[src/rtl/swire_pkg.sv]
// Package: shared defaults and the engine state type for the single-wire
// byte engine. Assumes a tick of one microsecond supplied by the host.
package swire_pkg;
    localparam int unsigned DEF_DATA_W      = 8;
    localparam int unsigned DEF_LOW_TICKS   = 6;
    localparam int unsigned DEF_SAMPLE_TICK = 15;
    localparam int unsigned DEF_ZERO_TICKS  = 60;
    localparam int unsigned DEF_SLOT_TICKS  = 65;
    localparam int unsigned DEF_SYNC_STAGES = 2;

    typedef enum logic [1:0] {
        ENG_IDLE  = 2'd0,
        ENG_ARMED = 2'd1,
        ENG_SLOT  = 2'd2
    } eng_state_e;
endpackage

[src/rtl/swire_sync.sv]
// Module: multi-stage synchronizer for the asynchronous bus level.
// Assumes STAGES >= 2. Resets to 1, the released (pulled-up) bus level.
module swire_sync #(
    parameter int unsigned STAGES = 2
) (
    input  logic clk,
    input  logic rst_n,
    input  logic din,
    output logic dout
);
    logic [STAGES-1:0] stage_q;

    // First stage samples the raw pin.
    always_ff @(posedge clk) begin
        if (!rst_n) stage_q[0] <= 1'b1;
        else        stage_q[0] <= din;
    end

    // Remaining stages form the resolution chain.
    for (genvar g = 1; g < STAGES; g++) begin : g_stage
        always_ff @(posedge clk) begin
            if (!rst_n) stage_q[g] <= 1'b1;
            else        stage_q[g] <= stage_q[g-1];
        end
    end

    assign dout = stage_q[STAGES-1];
endmodule

[src/rtl/swire_tx_hold.sv]
// Module: transmit holding register with its empty flag.
// Assumes the shifter pulls the byte with a single-cycle take strobe that
// is only raised while the register is full. A write in the same cycle as a
// take is kept; the take carries the older byte.
module swire_tx_hold #(
    parameter int unsigned DATA_W = 8
) (
    input  logic              clk,
    input  logic              rst_n,
    input  logic              wr,
    input  logic [DATA_W-1:0] wdata,
    input  logic              take,
    output logic [DATA_W-1:0] hold_data,
    output logic              empty
);
    // Capture host byte and track occupancy.
    always_ff @(posedge clk) begin
        if (!rst_n) begin
            hold_data <= '0;
            empty     <= 1'b1;
        end else if (wr) begin
            hold_data <= wdata;
            empty     <= 1'b0;
        end else if (take) begin
            empty     <= 1'b1;
        end
    end

    AST_TBE_CLEARS_ON_WRITE: assert property (@(posedge clk) disable iff (!rst_n)
        wr |=> !empty);
    AST_TAKE_ONLY_WHEN_FULL: assert property (@(posedge clk) disable iff (!rst_n)
        take |-> !empty);
    AST_TAKE_FREES_HOLD: assert property (@(posedge clk) disable iff (!rst_n)
        (take && !wr) |=> empty);
endmodule

[src/rtl/swire_slot_engine.sv]
// Module: transmit/receive shifters and the per-bit slot sequencer.
// Assumes tick is a one-cycle pulse every microsecond and line_sync is
// already synchronized. A slot begins on a tick, pulls the line low for
// LOW_TICKS (one) or ZERO_TICKS (zero), samples at SAMPLE_TICK and ends
// after SLOT_TICKS. The low phase is never cut short: nothing but reset
// leaves the SLOT state mid-slot.
module swire_slot_engine
    import swire_pkg::*;
#(
    parameter int unsigned DATA_W      = 8,
    parameter int unsigned LOW_TICKS   = 6,
    parameter int unsigned SAMPLE_TICK = 15,
    parameter int unsigned ZERO_TICKS  = 60,
    parameter int unsigned SLOT_TICKS  = 65
) (
    input  logic              clk,
    input  logic              rst_n,
    input  logic              tick,
    input  logic              hold_full,
    input  logic [DATA_W-1:0] hold_data,
    input  logic              line_sync,
    output logic              take,
    output logic              line_pull,
    output logic              temt,
    output logic              rx_done,
    output logic [DATA_W-1:0] rx_byte
);
    localparam int unsigned CNT_W = $clog2(SLOT_TICKS);
    localparam int unsigned BIT_W = (DATA_W > 1) ? $clog2(DATA_W) : 1;
    localparam logic [CNT_W-1:0] LAST_CNT   = CNT_W'(SLOT_TICKS - 1);
    localparam logic [CNT_W-1:0] SAMPLE_CNT = CNT_W'(SAMPLE_TICK);
    localparam logic [CNT_W-1:0] LOW_CNT    = CNT_W'(LOW_TICKS);
    localparam logic [CNT_W-1:0] ZERO_CNT   = CNT_W'(ZERO_TICKS);
    localparam logic [BIT_W-1:0] LAST_BIT   = BIT_W'(DATA_W - 1);

    eng_state_e        state_q;
    logic [DATA_W-1:0] tx_sh_q;
    logic [DATA_W-1:0] rx_sh_q;
    logic [CNT_W-1:0]  slot_cnt_q;
    logic [CNT_W-1:0]  cnt_nx;
    logic [BIT_W-1:0]  bit_cnt_q;

    // Pull-down level for a given slot position and bit value.
    function automatic logic drive_low(input logic [CNT_W-1:0] pos, input logic bit_v);
        return (pos < LOW_CNT) || (!bit_v && (pos < ZERO_CNT));
    endfunction

    // Accept the held byte only while the shifter is idle.
    assign take    = (state_q == ENG_IDLE) && hold_full;
    assign temt    = (state_q == ENG_IDLE);
    assign cnt_nx  = slot_cnt_q + 1'b1;
    assign rx_byte = rx_sh_q;

    // Slot sequencer: load, wait for tick, run slots, shift bits.
    always_ff @(posedge clk) begin
        if (!rst_n) begin
            state_q    <= ENG_IDLE;
            tx_sh_q    <= '0;
            rx_sh_q    <= '0;
            slot_cnt_q <= '0;
            bit_cnt_q  <= '0;
            line_pull  <= 1'b0;
            rx_done    <= 1'b0;
        end else begin
            rx_done <= 1'b0;
            unique case (state_q)
                ENG_IDLE: begin
                    if (take) begin
                        tx_sh_q   <= hold_data;
                        bit_cnt_q <= '0;
                        state_q   <= ENG_ARMED;
                    end
                end
                ENG_ARMED: begin
                    if (tick) begin
                        slot_cnt_q <= '0;
                        line_pull  <= 1'b1;
                        state_q    <= ENG_SLOT;
                    end
                end
                ENG_SLOT: begin
                    if (tick) begin
                        if (slot_cnt_q == LAST_CNT) begin
                            tx_sh_q <= tx_sh_q >> 1;
                            if (bit_cnt_q == LAST_BIT) begin
                                state_q <= ENG_IDLE;
                                rx_done <= 1'b1;
                            end else begin
                                bit_cnt_q  <= bit_cnt_q + 1'b1;
                                slot_cnt_q <= '0;
                                line_pull  <= 1'b1;
                            end
                        end else begin
                            slot_cnt_q <= cnt_nx;
                            line_pull  <= drive_low(cnt_nx, tx_sh_q[0]);
                            if (cnt_nx == SAMPLE_CNT)
                                rx_sh_q <= {line_sync, rx_sh_q[DATA_W-1:1]};
                        end
                    end
                end
                default: state_q <= ENG_IDLE;
            endcase
        end
    end

    AST_LOAD_CLEARS_TEMT: assert property (@(posedge clk) disable iff (!rst_n)
        take |=> !temt);
    AST_LOW_PHASE_LENGTH: assert property (@(posedge clk) disable iff (!rst_n)
        $fell(line_pull) |-> ((slot_cnt_q == LOW_CNT) || (slot_cnt_q == ZERO_CNT)));
    AST_RECOVERY_RELEASED: assert property (@(posedge clk) disable iff (!rst_n)
        ((state_q == ENG_SLOT) && (slot_cnt_q >= ZERO_CNT)) |-> !line_pull);
    AST_SLOT_STARTS_ON_TICK: assert property (@(posedge clk) disable iff (!rst_n)
        $rose(line_pull) |-> $past(tick));
    AST_DONE_MEANS_IDLE: assert property (@(posedge clk) disable iff (!rst_n)
        rx_done |-> temt);
endmodule

[src/rtl/swire_rx_hold.sv]
// Module: receive buffer and its full flag.
// Assumes done is a one-cycle strobe with the new byte valid alongside.
// A completing byte wins over a same-cycle host read.
module swire_rx_hold #(
    parameter int unsigned DATA_W = 8
) (
    input  logic              clk,
    input  logic              rst_n,
    input  logic              done,
    input  logic [DATA_W-1:0] new_byte,
    input  logic              rd,
    output logic [DATA_W-1:0] buf_data,
    output logic              full
);
    // Latch completed bytes; host read acknowledges.
    always_ff @(posedge clk) begin
        if (!rst_n) begin
            buf_data <= '0;
            full     <= 1'b0;
        end else if (done) begin
            buf_data <= new_byte;
            full     <= 1'b1;
        end else if (rd) begin
            full     <= 1'b0;
        end
    end

    AST_RBF_SETS_ON_DONE: assert property (@(posedge clk) disable iff (!rst_n)
        done |=> full);
    AST_RBF_CLEARS_ON_READ: assert property (@(posedge clk) disable iff (!rst_n)
        (rd && !done) |=> !full);
    AST_OVERWRITE_WHEN_FULL: assert property (@(posedge clk) disable iff (!rst_n)
        (done && full) |=> (buf_data == $past(new_byte)));
endmodule

[src/rtl/swire_byte_engine.sv]
// Module: top of the single-wire byte engine. Wires the holding register,
// slot sequencer, synchronizer and receive buffer together.
// Assumes an external pull-up on the bus and a 1 us tick pulse.
module swire_byte_engine
    import swire_pkg::*;
#(
    parameter int unsigned DATA_W      = DEF_DATA_W,
    parameter int unsigned LOW_TICKS   = DEF_LOW_TICKS,
    parameter int unsigned SAMPLE_TICK = DEF_SAMPLE_TICK,
    parameter int unsigned ZERO_TICKS  = DEF_ZERO_TICKS,
    parameter int unsigned SLOT_TICKS  = DEF_SLOT_TICKS,
    parameter int unsigned SYNC_STAGES = DEF_SYNC_STAGES
) (
    input  logic              clk,
    input  logic              rst_n,
    input  logic              tick_us,
    input  logic              host_wr,
    input  logic [DATA_W-1:0] host_wdata,
    input  logic              host_rd,
    output logic [DATA_W-1:0] rx_data,
    output logic              tbe,
    output logic              temt,
    output logic              rbf,
    output logic              line_pull,
    input  logic              line_in
);
    logic [DATA_W-1:0] hold_data;
    logic [DATA_W-1:0] rx_byte;
    logic              take;
    logic              rx_done;
    logic              line_sync;

    swire_tx_hold #(.DATA_W(DATA_W)) u_tx_hold (
        .clk       (clk),
        .rst_n     (rst_n),
        .wr        (host_wr),
        .wdata     (host_wdata),
        .take      (take),
        .hold_data (hold_data),
        .empty     (tbe)
    );

    swire_sync #(.STAGES(SYNC_STAGES)) u_sync (
        .clk   (clk),
        .rst_n (rst_n),
        .din   (line_in),
        .dout  (line_sync)
    );

    swire_slot_engine #(
        .DATA_W      (DATA_W),
        .LOW_TICKS   (LOW_TICKS),
        .SAMPLE_TICK (SAMPLE_TICK),
        .ZERO_TICKS  (ZERO_TICKS),
        .SLOT_TICKS  (SLOT_TICKS)
    ) u_engine (
        .clk       (clk),
        .rst_n     (rst_n),
        .tick      (tick_us),
        .hold_full (!tbe),
        .hold_data (hold_data),
        .line_sync (line_sync),
        .take      (take),
        .line_pull (line_pull),
        .temt      (temt),
        .rx_done   (rx_done),
        .rx_byte   (rx_byte)
    );

    swire_rx_hold #(.DATA_W(DATA_W)) u_rx_hold (
        .clk      (clk),
        .rst_n    (rst_n),
        .done     (rx_done),
        .new_byte (rx_byte),
        .rd       (host_rd),
        .buf_data (rx_data),
        .full     (rbf)
    );

    AST_RESET_STATE: assert property (@(posedge clk)
        !rst_n |=> (tbe && temt && !rbf && !line_pull && (rx_data == '0)));
endmodule

[config.mk]
export PLATFORM = sky130hd
export DESIGN_NAME = swire_byte_engine
export DESIGN_NICKNAME = d
export VERILOG_FILES = /design/src/rtl/swire_pkg.sv /design/src/rtl/swire_sync.sv /design/src/rtl/swire_tx_hold.sv /design/src/rtl/swire_slot_engine.sv /design/src/rtl/swire_rx_hold.sv /design/src/rtl/swire_byte_engine.sv
export SDC_FILE = /design/constraint.sdc
export NUM_CORES = 1
export LEC_CHECK = 0
export BUFFER_PORTS_ARGS = -buffer_cell sky130_fd_sc_hd__buf_2
export CAP_MARGIN = 20
export CORE_MARGIN = 2
export CORE_UTILIZATION = 55
export CTS_CLUSTER_DIAMETER = 30
export CTS_CLUSTER_SIZE = 20
export DETAILED_ROUTE_END_ITERATION = 10
export GPL_TIMING_DRIVEN = 0
export PLACE_DENSITY = 0.76
export SYNTH_ARGS = -nofsm -noshare
export SYNTH_HDL_FRONTEND = slang
export SYNTH_SLANG_ARGS = --single-unit
[constraint.sdc]
create_clock -name clk -period 2.5 [get_ports clk]
set_input_delay 0.625 -clock clk [delete_from_list [all_inputs] [get_ports clk]]
set_output_delay 0.625 -clock clk [all_outputs]
set_load 0.05 [all_outputs]
-- After elaboration in Yosys (flattened, before gate mapping)
Cells that the tools add are included.
- flip-flop bits (word level): 50
- reductions and logical operators: 16
- bitwise logic cells: 1
- multiplexer cells: 30
- equality and inequality tests: 12
- order comparisons: 2
- add/subtract/negate cells: 2
- operators with widths (operator ; number):
    7-bit 2-to-1 mux ; 4
    8-bit 2-to-1 mux ; 3
    8-bit case mux with 2 select lines ; 1
    4-bit AND reduction ; 4
    7-bit case mux with 2 select lines ; 1
    3-bit 2-to-1 mux ; 4
    2-bit 2-to-1 mux ; 5
    5-bit AND reduction ; 2
    1-bit 2-to-1 mux ; 9
    2-bit nonzero test ; 4
    7-bit by 1-bit adder with 7-bit output (second input constant) ; 1
    7-bit by 4-bit equality test with 1-bit output (second input constant) ; 1
    7-bit equality test (second input constant) ; 1
    7-bit by 3-bit < comparator with 1-bit output (second input constant) ; 1
    7-bit by 6-bit < comparator with 1-bit output (second input constant) ; 1
    2-bit by 1-bit inequality test with 1-bit output (second input constant) ; 3
    2-bit inequality test (second input constant) ; 3
    2-bit case mux with 3 select lines ; 1
    3-bit case mux with 2 select lines ; 1
    3-bit by 1-bit adder with 3-bit output (second input constant) ; 1
    3-bit equality test (second input constant) ; 1
    3-bit inequality test (second input constant) ; 1
    2-bit by 1-bit equality test with 1-bit output (second input constant) ; 1
    2-bit equality test (second input constant) ; 1
    other kinds (6) ; 8

-- Logic depth before layout (Yosys ltp)
Gate-level depths: netlist (run 1).
- depth in word-level cells: 7
- depth in mapped cells: 8
- depth with buffers taken out: 7

-- Hierarchy
Synthesis (run 1) repeated with hierarchy kept, for this count alone.
- cell total of the unflattened synthesis: 225
- area total of the unflattened synthesis: 2282.2 um^2
- modules (own cells, without submodules) (module ; times used ; cells an instance ; area an instance (um^2)):
    swire_slot_engine ; 1 ; 164 ; 1560.2
    swire_rx_hold ; 1 ; 28 ; 335.3
    swire_tx_hold ; 1 ; 28 ; 330.3
    swire_sync ; 1 ; 4 ; 52.6
    swire_byte_engine ; 1 ; 1 ; 3.8

-- Worst setup path before layout (run 1)
No wires, ideal clock.
- kind: register to register
- from: reg u_engine.slot_cnt_q[0]
- to: reg u_engine.rx_sh_q[1] (netlist: u_engine.rx_byte[1])
- stages on the path, launching flop included: 9
- period minus slack after synthesis: 2.074 ns
- required time: 2.381 ns
- arrival: 1.955 ns
- slack: 0.426 ns
- path buffers: 2
- cell sequence: dfxtp_1 ha_1 buf_4 nand3_1 nor4b_2 a211oi_1 or4_4 buf_6 mux2i_1
- word-level cells in the longest chain between the ends: 3
- elaborated cells between the ends (all ways): 5
- classes of those cells: 1 x add/sub; 2 x eq/ne; 1 x bitwise; 1 x reduce/logical
- ends and longest elaborated chain (what ; RTL line ; source):
    from (decl) ; swire_slot_engine.sv:39 ; logic [CNT_W-1:0] slot_cnt_q;
    from (signal assigned) ; swire_slot_engine.sv:94 ; slot_cnt_q <= cnt_nx;
    7-bit by 1-bit adder with 7-bit output / 7-bit equality test (equally long branches) ; swire_slot_engine.sv:51, swire_slot_engine.sv:83 ;
    7-bit by 4-bit equality test with 1-bit output / 1-bit inverter (equally long branches) ; - ;
    4-bit AND reduction (no line) * ; - ;
    to (signal assigned) ; swire_slot_engine.sv:97 ; rx_sh_q <= {line_sync, rx_sh_q[DATA_W-1:1]};
    to (decl) ; swire_slot_engine.sv:38 ; logic [DATA_W-1:0] rx_sh_q;
Every way passes the cells marked *; elsewhere a longest branch is shown, timed or not.
A chain may end at the register's enable or synchronous reset.

-- Worst setup path in the final report (run 1)
- from: reg u_engine.slot_cnt_q[0]
- to: reg u_engine.rx_sh_q[6] (netlist: u_engine.rx_byte[6])
Same word-level chain as after synthesis.

==> metrics, run 1 <==
count of buffers inserted at the top-level ports=24; count of flip-flops with a built-in enable after synthesis=0; post-detailed-placement half-perimeter wirelength=a little under 3 mm; count of maximum capacitance violations=0; combinational family with the most area after synthesis=simple AND/OR/NAND/NOR gates; syn_nets=around 270; initial antenna violation count=0; share of cells above drive strength 1=about 14%; TritonCTS clock tree=yes; critical-path maximum fanout=10; clock buffers created by TritonCTS=5; setup TNS=0 ps; detailed-router iteration count before antenna repair=4; sequential fraction of the synthesis area=44.2%; yosys synthesis warning count=0; minimum clock period=2270 ps; Starting Density=57.1%; global-route wire length before repair=a little over 7 mm; Synth Flop Type=sky130_fd_sc_hd__dfxtp_1; area of the core=about 4000 µm²; count of final hold-check violations=0; launch instance of the worst min-delay path=u_sync.stage_q[0]; Synth Area in Adders=4.97%; worst hold-check path type=flop to flop; maximum level of the CTS H-tree=2; number of placed instances with taps included=about 320; portion of the clock cycle consumed by the worst path in the final layout=between 90% and 100%; final slew viol count=0; critical path type=flop to flop; Finished Core Util=~64%; setup repair after global routing missed its margin=false; number of setup buffers added after CTS=0; complex-gate fraction of the synthesized area=13.7%; largest net degree at the start of global routing=15; remaining antenna violation count after routing=0; number of instances resized during post-cts repair=0; status=finished, final reports clean; count of boundary I/O pins=26; global-route usage over all layers=about a fifth; maximum count of clock buffers along a single path=2; max_slew headroom=between 50% and 60%; synthesized-area fraction occupied by xor and xnor cells=less than 1%; cell area after technology mapping=~2300 µm²; final setup skew=approximately 3.5 ps; die area=4650 µm²; Fmax=0.440 GHz; antenna diode count=0; RD Place Congestion=around 0.81; via count of the first global-routing pass=about 1600; row cnt=23; Die X-Extent=68.2 µm; data required time of the worst path=2690 ps; Vias=~1800; overall routed net length=~4.1 mm; standby leakage power=approximately 1 nW; share of async-settable or async-resettable flops after synthesis=0%; post-synthesis mux area share=13.7%; total power divided by cell area=roughly 730 nW/µm²; die outline height=68.2 µm; type of origin of the critical path=flop; total power=about 1.8 mW; critical register-to-register path startpoint=u_engine.slot_cnt_q[0]; average routed wire per standard cell=around 13 µm; post-route insts no fill=around 330; Iteration-0 DRC Markers=between 100 and 150; register bit count reported by yosys=50; area share of and/or/nand/nor cells after synthesis=between 10% and 20%; clock latency reported for the late side of the worst-skew pair=approximately 290 ps; maximum resistive drop on vdd=between 0.0004 and 0.0005 V; DR DRC count=0; type of destination of the critical path=flop; number of nets in the finished design=between 200 and 300; gr ovfl total=0; cells after synthesis=245; Avg Vias per Cell=between 5 and 6; clock root buffer=sky130_fd_sc_hd__clkbuf_8; CP Launch Point=u_engine.slot_cnt_q[0]; number of buffers inserted for hold repair after clock tree synthesis=0; total of endpoints with negative setup slack in the final report=0; worst slew pin tran=709 ps; Post-Synthesis Mean Instance Area=between 9 and 10 µm²; critical path arrival=roughly 2500 ps; area overhead of the layout relative to synthesis=11.6%; Unique masters post-synth=40; clock slew at the register clock pins of the worst setup and hold paths=around 80 ps; clock net sink count=50
-- flip-flops by register name, summed over array words and instances, names as in the netlist, 2 cells and up --
name and flops:
u_engine.slot_cnt_q 7, u_engine.rx_byte 8, u_engine.state_q 2, u_rx_hold.buf_data 8, u_engine.tx_sh_q 8, u_engine.bit_cnt_q 3, u_tx_hold.hold_data 8
-- cell usage after synthesis (5+ instances only) --
library cell / count / area (µm²)
sky130_fd_sc_hd__dfxtp_1: 50 / 1000
sky130_fd_sc_hd__nor2_1: 35 / 131
sky130_fd_sc_hd__mux2i_1: 31 / 310
sky130_fd_sc_hd__nand2_1: 21 / 78.8
sky130_fd_sc_hd__a211oi_1: 10 / 75.1
sky130_fd_sc_hd__clkbuf_1: 9 / 33.8
sky130_fd_sc_hd__ha_1: 9 / 113
sky130_fd_sc_hd__o21ai_0: 9 / 45.0
sky130_fd_sc_hd__inv_1: 7 / 26.3
sky130_fd_sc_hd__nand3_1: 7 / 35.0
sky130_fd_sc_hd__a21oi_1: 5 / 25.0
sky130_fd_sc_hd__nand2b_1: 5 / 31.3
-- stage by stage --
stage / area, µm² / worst slack, ps / hold slack [ps]
floorplan: 2270 / 426 / 386
global placement: 2450 / 266 / 391
detailed placement: 2450 / 235 / 403
CTS: 2530 / 219 / 423
global route: 2530 / 52.8 / 425
finish: 2530 / 229 / 416
-- power by group --
group	internal [mW]	switching [mW]
Clock	0.192	0.246
Sequential	0.882	0.0487
Combinational	0.174	0.305
Total	1.25	0.600
-- path summary, 6_finish.rpt --
path                            slack (ps)  cells past startpoint                  end
worst max-delay path                   230                      8  u_engine.rx_byte[6]
worst min register to register         420                      1          u_sync.dout
worst min-delay path                   420                      1          u_sync.dout
worst max register to register         230                      8  u_engine.rx_byte[6]
-- cell type report --
cell class | instances | area (µm²)
multi-input combinational | 170 | 1150
tap | 50 | 62.6
clock buffer | 6 | 72.6
inverter | 8 | 30.0
sequential | 50 | 1000
timing repair buffer | 24 | 120
clock inverter | 1 | 7.51
fill | 354 | 1440
buffer | 17 | 83.8
-- kinds of logic (layout without fill, tap and decap cells) --
kind of cell	count (synthesis)	count (layout)
flops	50	50
mux	31	31
xor+xnor	1	1
compound gates	45	45
fa+ha+maj	9	9
buf+inv	25	56
simple gates	84	84
-- critical path: stages, from the launching register on --
cell and delay [ps]:
sky130_fd_sc_hd__dfxtp_1 460, sky130_fd_sc_hd__ha_1 180, sky130_fd_sc_hd__buf_4 150, sky130_fd_sc_hd__nand3_1 190, sky130_fd_sc_hd__nor4b_2 260, sky130_fd_sc_hd__a211oi_1 100, sky130_fd_sc_hd__or4_4 530, sky130_fd_sc_hd__buf_6 160
sky130_fd_sc_hd__mux2i_1 120
-- metal layers --
layer	track usage (%)	vias up	share of wire, %
li1	-	922	-
met1	29.0	812	50
met2	29.9	49	43
met3	4.77	5	5.4
met4	7.00	0	1.2
met5	0	-	0
-- cells in the final DEF, fill, tap and decap left out, types with 2 or more instances in the layout --
cell | Yosys | layout
sky130_fd_sc_hd__inv_1 | 7 | 7
sky130_fd_sc_hd__nor2b_1 | 2 | 2
sky130_fd_sc_hd__clkbuf_1 | 9 | 10
sky130_fd_sc_hd__buf_4 | 3 | 3
sky130_fd_sc_hd__o22ai_1 | 3 | 3
sky130_fd_sc_hd__mux2i_1 | 31 | 31
sky130_fd_sc_hd__buf_2 | 1 | 25
sky130_fd_sc_hd__nand3b_1 | 3 | 3
sky130_fd_sc_hd__a21boi_0 | 2 | 2
sky130_fd_sc_hd__clkbuf_8 | 0 | 5
sky130_fd_sc_hd__ha_1 | 9 | 9
sky130_fd_sc_hd__a41oi_1 | 3 | 3
sky130_fd_sc_hd__nand2_1 | 21 | 21
sky130_fd_sc_hd__a21oi_1 | 5 | 5
sky130_fd_sc_hd__a311oi_1 | 3 | 3
sky130_fd_sc_hd__a211oi_1 | 10 | 10
sky130_fd_sc_hd__nand2b_1 | 5 | 5
sky130_fd_sc_hd__nand4_1 | 3 | 3
sky130_fd_sc_hd__o21ai_0 | 9 | 9
sky130_fd_sc_hd__nor4b_2 | 2 | 2
sky130_fd_sc_hd__nand3_1 | 7 | 7
sky130_fd_sc_hd__a22oi_1 | 2 | 2
sky130_fd_sc_hd__dfxtp_1 | 50 | 50
sky130_fd_sc_hd__buf_1 | 3 | 3
sky130_fd_sc_hd__o31ai_1 | 2 | 2
sky130_fd_sc_hd__nor2_1 | 35 | 35
No activity file was read; power rests on OpenSTA's default activity.
==> run 2: changes to the inputs <==
--- a/config.mk
+++ b/config.mk
@@ -5,15 +5,17 @@
 export SDC_FILE = /design/constraint.sdc
 export NUM_CORES = 1
 export LEC_CHECK = 0
+export ABC_AREA = 1
 export BUFFER_PORTS_ARGS = -buffer_cell sky130_fd_sc_hd__buf_2
 export CAP_MARGIN = 20
 export CORE_MARGIN = 2
 export CORE_UTILIZATION = 55
+export CTS_BUF_LIST = sky130_fd_sc_hd__clkbuf_8
 export CTS_CLUSTER_DIAMETER = 30
 export CTS_CLUSTER_SIZE = 20
 export DETAILED_ROUTE_END_ITERATION = 10
 export GPL_TIMING_DRIVEN = 0
-export PLACE_DENSITY = 0.76
+export PLACE_DENSITY = 0.75
 export SYNTH_ARGS = -nofsm -noshare
 export SYNTH_HDL_FRONTEND = slang
 export SYNTH_SLANG_ARGS = --single-unit
==> run 2 against run 1 <==
  * Cell area is 7.0% higher
  * First-iteration DRC count is 20% higher
  * Clock power is 16% higher
  * Utilization is 0.65 points lower
  * Register-to-register slack better by 450 ps
  * Via count is 18% higher
  * Cell count is 26% higher
  * Critical path type is now flop to output port
  * Largest power group unchanged
==> metrics, run 2 <==
cell-by-cell listing of the critical path=inv_1 > ha_1 > buf_2; clock slew at the register clock pins of the worst setup and hold paths=100 ps; via count of the first global-routing pass=2006; number of nets in the finished design=approximately 380; area overhead of the layout relative to synthesis=11.8%; remaining antenna violation count after routing=0; cell area after technology mapping=approximately 2400 µm²; Starting Density=a little under three fifths; count of maximum capacitance violations=0; critical-path maximum fanout=6; syn_nets=between 300 and 400; critical path type=flop to output port; Multi-input gate area=1210 µm²; yosys synthesis warning count=0; most common cell after layout, fill and taps aside=sky130_fd_sc_hd__nand2_1; DR DRC count=0; Yosys top cell area share=between 40% and 50%; row cnt=24; critical path arrival=~1400 ps; fillers=roughly 390; total of endpoints with negative setup slack in the final report=0; die area=4950 µm²; final std cell area, no fill=2710 µm²; type of origin of the critical path=flop; worst hold path depth=1; share of cells above drive strength 1=between 10% and 20%; data required time of the worst path=about 1900 ps; maximum resistive drop on vdd=0.000344 V; final slew viol count=0; antenna diode count=0; count of boundary I/O pins=26; portion of the clock cycle consumed by the worst path in the final layout=about four fifths; Fmax=about 0.5 GHz; detailed-router iteration count before antenna repair=4; die outline height=around 70 µm; dominant cell by count in the synthesized netlist=sky130_fd_sc_hd__nand2_1; setup TNS=0 ps; number of instances resized during post-cts repair=0; RD Place Congestion=0.878; total power=between 1.5 and 2 mW; clock net sink count=50; total power divided by cell area=roughly 700 nW/µm²; cells after synthesis=roughly 330; global-route wire length before repair=8.63 mm; count of flip-flops with a built-in enable after synthesis=0; CP Launch Point=u_engine.state_q[1]; Die X-Extent=about 70 µm; maximum count of clock buffers along a single path=2; Vias=approximately 2100; clock buffers created by TritonCTS=5; standard cell with the maximum stage delay on the critical path=sky130_fd_sc_hd__dfxtp_1; initial antenna violation count=0; type of destination of the critical path=output port; number of buffers inserted for hold repair after clock tree synthesis=0; overall routed net length=approximately 4.9 mm; count of final hold-check violations=0; CP max stage delay=approximately 340 ps; Cell Area, Placed=~2600 µm²; Post-Synthesis Mean Instance Area=around 7.4 µm²; most area-hungry cell type in the Yosys netlist=sky130_fd_sc_hd__dfxtp_1; post-detailed-placement half-perimeter wirelength=3.60 mm; count of buffers inserted at the top-level ports=24; largest net degree at the start of global routing=17; Avg Vias per Cell=between 5 and 6; number of setup buffers added after CTS=0; share of async-settable or async-resettable flops after synthesis=0%; sequential fraction of the synthesis area=between 40% and 50%; setup repair after global routing missed its margin=false; TritonCTS clock tree=yes; worst slew pin tran=528 ps; launch instance of the worst min-delay path=u_sync.stage_q[0]; final setup skew=9.32 ps; critical register-to-register path startpoint=u_engine.slot_cnt_q[1]; worst hold-check path type=flop to flop; Iteration-0 DRC Markers=between 100 and 150; gr ovfl total=0; Worst R2R Path Depth=11; register bit count reported by yosys=50; clock latency reported for the late side of the worst-skew pair=about 310 ps; minimum clock period=1970 ps; sequential standard cell area=around 1000 µm²; area of the core=between 4000 and 5000 µm²; status=finished, final reports clean; maximum level of the CTS H-tree=2; clock root buffer=sky130_fd_sc_hd__clkbuf_8; top library cells by usage in the layout, fill and taps aside=74 x sky130_fd_sc_hd__nand2_1, 50 x sky130_fd_sc_hd__dfxtp_1, 43 x sky130_fd_sc_hd__nor2_1; max_slew headroom=approximately 65%; standby leakage power=between 1 and 1.5 nW; global-route usage over all layers=a little over a fifth; Synth Flop Type=sky130_fd_sc_hd__dfxtp_1; biggest area contributors in the synthesized netlist=sky130_fd_sc_hd__dfxtp_1 41%, sky130_fd_sc_hd__nand2_1 11%, sky130_fd_sc_hd__nor2_1 6.7%; average routed wire per standard cell=12.0 µm; Unique masters post-synth=28; Commonest cells post-synth=74 x sky130_fd_sc_hd__nand2_1, 50 x sky130_fd_sc_hd__dfxtp_1, 43 x sky130_fd_sc_hd__nor2_1, 29 x sky130_fd_sc_hd__a21oi_1, 28 x sky130_fd_sc_hd__inv_1
run 2: cell types whose count changed after synthesis, sizes merged, moves of 5 or more:
cell    change
mux2i      -31
a211oi     -10
inv        +23
nand2b      -5
a21oi      +32
o21ai      +10
nor2       +13
nand3      +19
nand2      +58
run 2: power breakdown:
group	internal, mW	switching, mW
combinational	0.152	0.359
sequential	0.852	0.0332
clock	0.228	0.279
total	1.23	0.671
run 2: path summary, 6_finish.rpt:
kind	endpoint	slack, ps
max reg2reg	u_engine.rx_byte[5]	680
min reg2reg	u_sync.dout	420
min	u_sync.dout	420
max	temt	530
run 2: cell type report:
class                      instances  area share, %
multi-input combinational        232           44.6
sequential                        50           37.0
timing repair buffer              24           4.44
inverter                          32           4.44
buffer                            13           3.42
clock buffer                       6           3.05
tap                               52           2.40
clock inverter                     2          0.647
run 2: routing by layer:
layer	part of all wire, %	global-route usage, %	vias up	wire length (µm)
met5	0	0	-	0
met4	1.7	7.48	0	82
met3	3.5	4.33	9	172
met2	49	36.8	34	2430
met1	45	27.2	952	2230
li1	-	-	1113	-
run 2: metrics by stage:
stage,setup WS (ps),instances,hold slack (ps),utilization (%)
detailed placement,666,403,398,60.7
finish,527,411,423,63.0
CTS,529,411,424,63.0
global placement,702,403,396,60.7
floorplan,783,327,393,-
global route,466,411,459,63.0
run 2: worst max-delay path, delay by kind of cell (launching register included):
kind	cells	cell delay, ps
buffers and inverters	2	410
DFF	1	340
adders and majority gates	1	290
run 2: cell families (layout without fill, tap and decap cells):
logic type      after synthesis  after routing  share of synthesized area (%)
buf+inv                      45             77                           8.79
flops                        50             50                           41.3
simple gates                165            165                           31.3
fa+ha+maj                     9              9                           4.65
compound gates               58             58                           14.0
==> run 3: changes to the inputs <==
--- a/config.mk
+++ b/config.mk
@@ -9,13 +9,13 @@
 export BUFFER_PORTS_ARGS = -buffer_cell sky130_fd_sc_hd__buf_2
 export CAP_MARGIN = 20
 export CORE_MARGIN = 2
-export CORE_UTILIZATION = 55
+export CORE_UTILIZATION = 54
 export CTS_BUF_LIST = sky130_fd_sc_hd__clkbuf_8
 export CTS_CLUSTER_DIAMETER = 30
 export CTS_CLUSTER_SIZE = 20
 export DETAILED_ROUTE_END_ITERATION = 10
 export GPL_TIMING_DRIVEN = 0
-export PLACE_DENSITY = 0.75
+export PLACE_DENSITY = 0.77
 export SYNTH_ARGS = -nofsm -noshare
 export SYNTH_HDL_FRONTEND = slang
 export SYNTH_SLANG_ARGS = --single-unit
==> constraint.sdc (replaced) <==
create_clock -name clk -period 1.8 [get_ports clk]
set_input_delay 0.45 -clock clk [delete_from_list [all_inputs] [get_ports clk]]
set_output_delay 0.45 -clock clk [all_outputs]
set_load 0.05 [all_outputs]
==> run 3 against run 2 <==
  * Sequential power up 39%
  * First-iteration DRC count down 18%
  * Routed wire length is 0.87% higher
  * Critical path type is now flop to flop
  * Largest power group unchanged
==> metrics, run 3 (synthesized netlist as in run 2, its figures left out) <==
status=finished, final reports clean; clock buffers created by TritonCTS=5; maximum count of clock buffers along a single path=2; clock root buffer=sky130_fd_sc_hd__clkbuf_8; standby leakage power=about 1.2 nW; remaining antenna violation count after routing=0; number of buffers inserted for hold repair after clock tree synthesis=0; Vias=2121; most common cell after layout, fill and taps aside=sky130_fd_sc_hd__nand2_1; average routed wire per standard cell=approximately 12 µm; max_slew headroom=about 62%; total of endpoints with negative setup slack in the final report=0; top library cells by usage in the layout, fill and taps aside=73 x sky130_fd_sc_hd__nand2_1, 47 x sky130_fd_sc_hd__dfxtp_1, 42 x sky130_fd_sc_hd__nor2_1; maximum resistive drop on vdd=0.000623 V; number of nets in the finished design=between 300 and 400; CP max stage delay=350 ps; Avg Vias per Cell=5.11; number of placed instances with taps included=between 400 and 500; Iteration-0 DRC Markers=between 100 and 150; Die X-Extent=between 70 and 80 µm; grt peak-use layer=met2; count of boundary I/O pins=26; critical path arrival=slightly below 2000 ps; setup TNS=0 ps; worst hold-check path type=primary input to flop; initial antenna violation count=0; met1 usage=27.6%; largest net degree at the start of global routing=18; clock latency reported for the late side of the worst-skew pair=~320 ps; area of the core=around 4300 µm²; area overhead of the layout relative to synthesis=14.1%; type of destination of the critical path=flop; setup repair after global routing missed its margin=false; met2 usage=34.1%; via count of the first global-routing pass=between 1500 and 2000; global-route wire length before repair=between 8 and 9 mm; critical-path maximum fanout=10; Starting Density=a little under three fifths; overall routed net length=4.96 mm; gr ovfl total=0; row cnt=24; total power divided by cell area=973 nW/µm²; count of buffers inserted at the top-level ports=24; antenna diode count=0; Fmax=between 0.5 and 0.6 GHz; worst path bufs/invs=3; fillers=about 400; critical path type=flop to flop; TritonCTS clock tree=yes; count of final hold-check violations=0; RD Place Congestion=0.840; global-route usage over all layers=a little over a fifth; global-route track usage on met3=around 5.1%; post-detailed-placement half-perimeter wirelength=between 3 and 4 mm; minimum clock period=1690 ps; die outline height=roughly 71 µm; clock net sink count=50; final setup skew=approximately 11 ps; DR DRC count=0; cell-by-cell listing of the critical path=inv_1 > ha_1 > buf_2 > nor2_1 > a21oi_1 > clkbuf_4 > nand3_1 > nand2_1 > nand2_1 > nor2_1; final slew viol count=0; count of maximum capacitance violations=0; clock slew at the register clock pins of the worst setup and hold paths=100 ps; maximum level of the CTS H-tree=2; detailed-router iteration count before antenna repair=4; post-route insts no fill=~420; standard cell with the maximum stage delay on the critical path=sky130_fd_sc_hd__dfxtp_2; worst slew pin tran=approximately 570 ps; die area=between 5000 and 6000 µm²; cell family with the largest share of critical-path delay=buffers and inverters; portion of the clock cycle consumed by the worst path in the final layout=between 90% and 100%; share of cells above drive strength 1=a little over a fifth; data required time of the worst path=2050 ps; type of origin of the critical path=flop
-- run 3: changes by cell type in the layout (fill, tap and decap cells not counted), sizes merged --
cell      before  now
buf           32   34
clkinvlp       0    2
clkbuf        11   12
clkinv         4    3
-- run 3: repair_timing --
action                                  4_1_cts  5_1_grt
hold endpoints to repair                      0        0
resized for setup                             2       11
buffers inserted                              1        3
pin swaps                                     2        2
endpoints found under the setup margin        4       26
-- run 3: final cells by class --
class	instances	area, µm²	area share, %
buffer	13	101	3.67
clock buffer	5	68.8	2.49
clock inverter	3	25.0	0.906
inverter	32	124	4.49
multi-input combinational	232	1220	44.1
sequential	50	1010	36.5
tap	52	65.1	2.36
timing repair buffer	28	153	5.53
-- run 3: layer usage --
layer / share of wire, % / up-vias
met5: 0 / -
met3: 4.2 / 6
met1: 48 / 952
met4: 1.1 / 0
met2: 46 / 43
li1: - / 1120
-- run 3: power by group --
part           internal [mW]  leakage, nW  switching (mW)
combinational          0.252        0.729           0.518
sequential              1.18        0.408          0.0443
clock                  0.281       0.0447           0.408
-- run 3: per-stage QoR --
stage	power (mW)	worst slack [ps]	util [%]	instance area, µm²	hold WS, ps
after floorplan	1.80	83.3	-	2420	393
after global placement	1.95	19.8	60.3	2610	425
after detailed placement	1.97	-12.3	60.3	2610	430
after CTS	2.68	36.9	62.7	2710	311
after global routing	2.83	6.26	63.9	2760	328
final	2.69	108	63.9	2760	316
-- run 3: final timing paths --
path / startpoint / endpoint / slack [ps] / depth (start not counted)
worst max-delay path: u_engine.state_q[0] / u_engine.bit_cnt_q[0] / 110 / 10
worst min register to register: u_sync.stage_q[0] / u_sync.dout / 450 / 1
worst min-delay path: line_in / u_sync.stage_q[0] / 320 / 2
worst max register to register: u_engine.state_q[0] / u_engine.bit_cnt_q[0] / 110 / 10
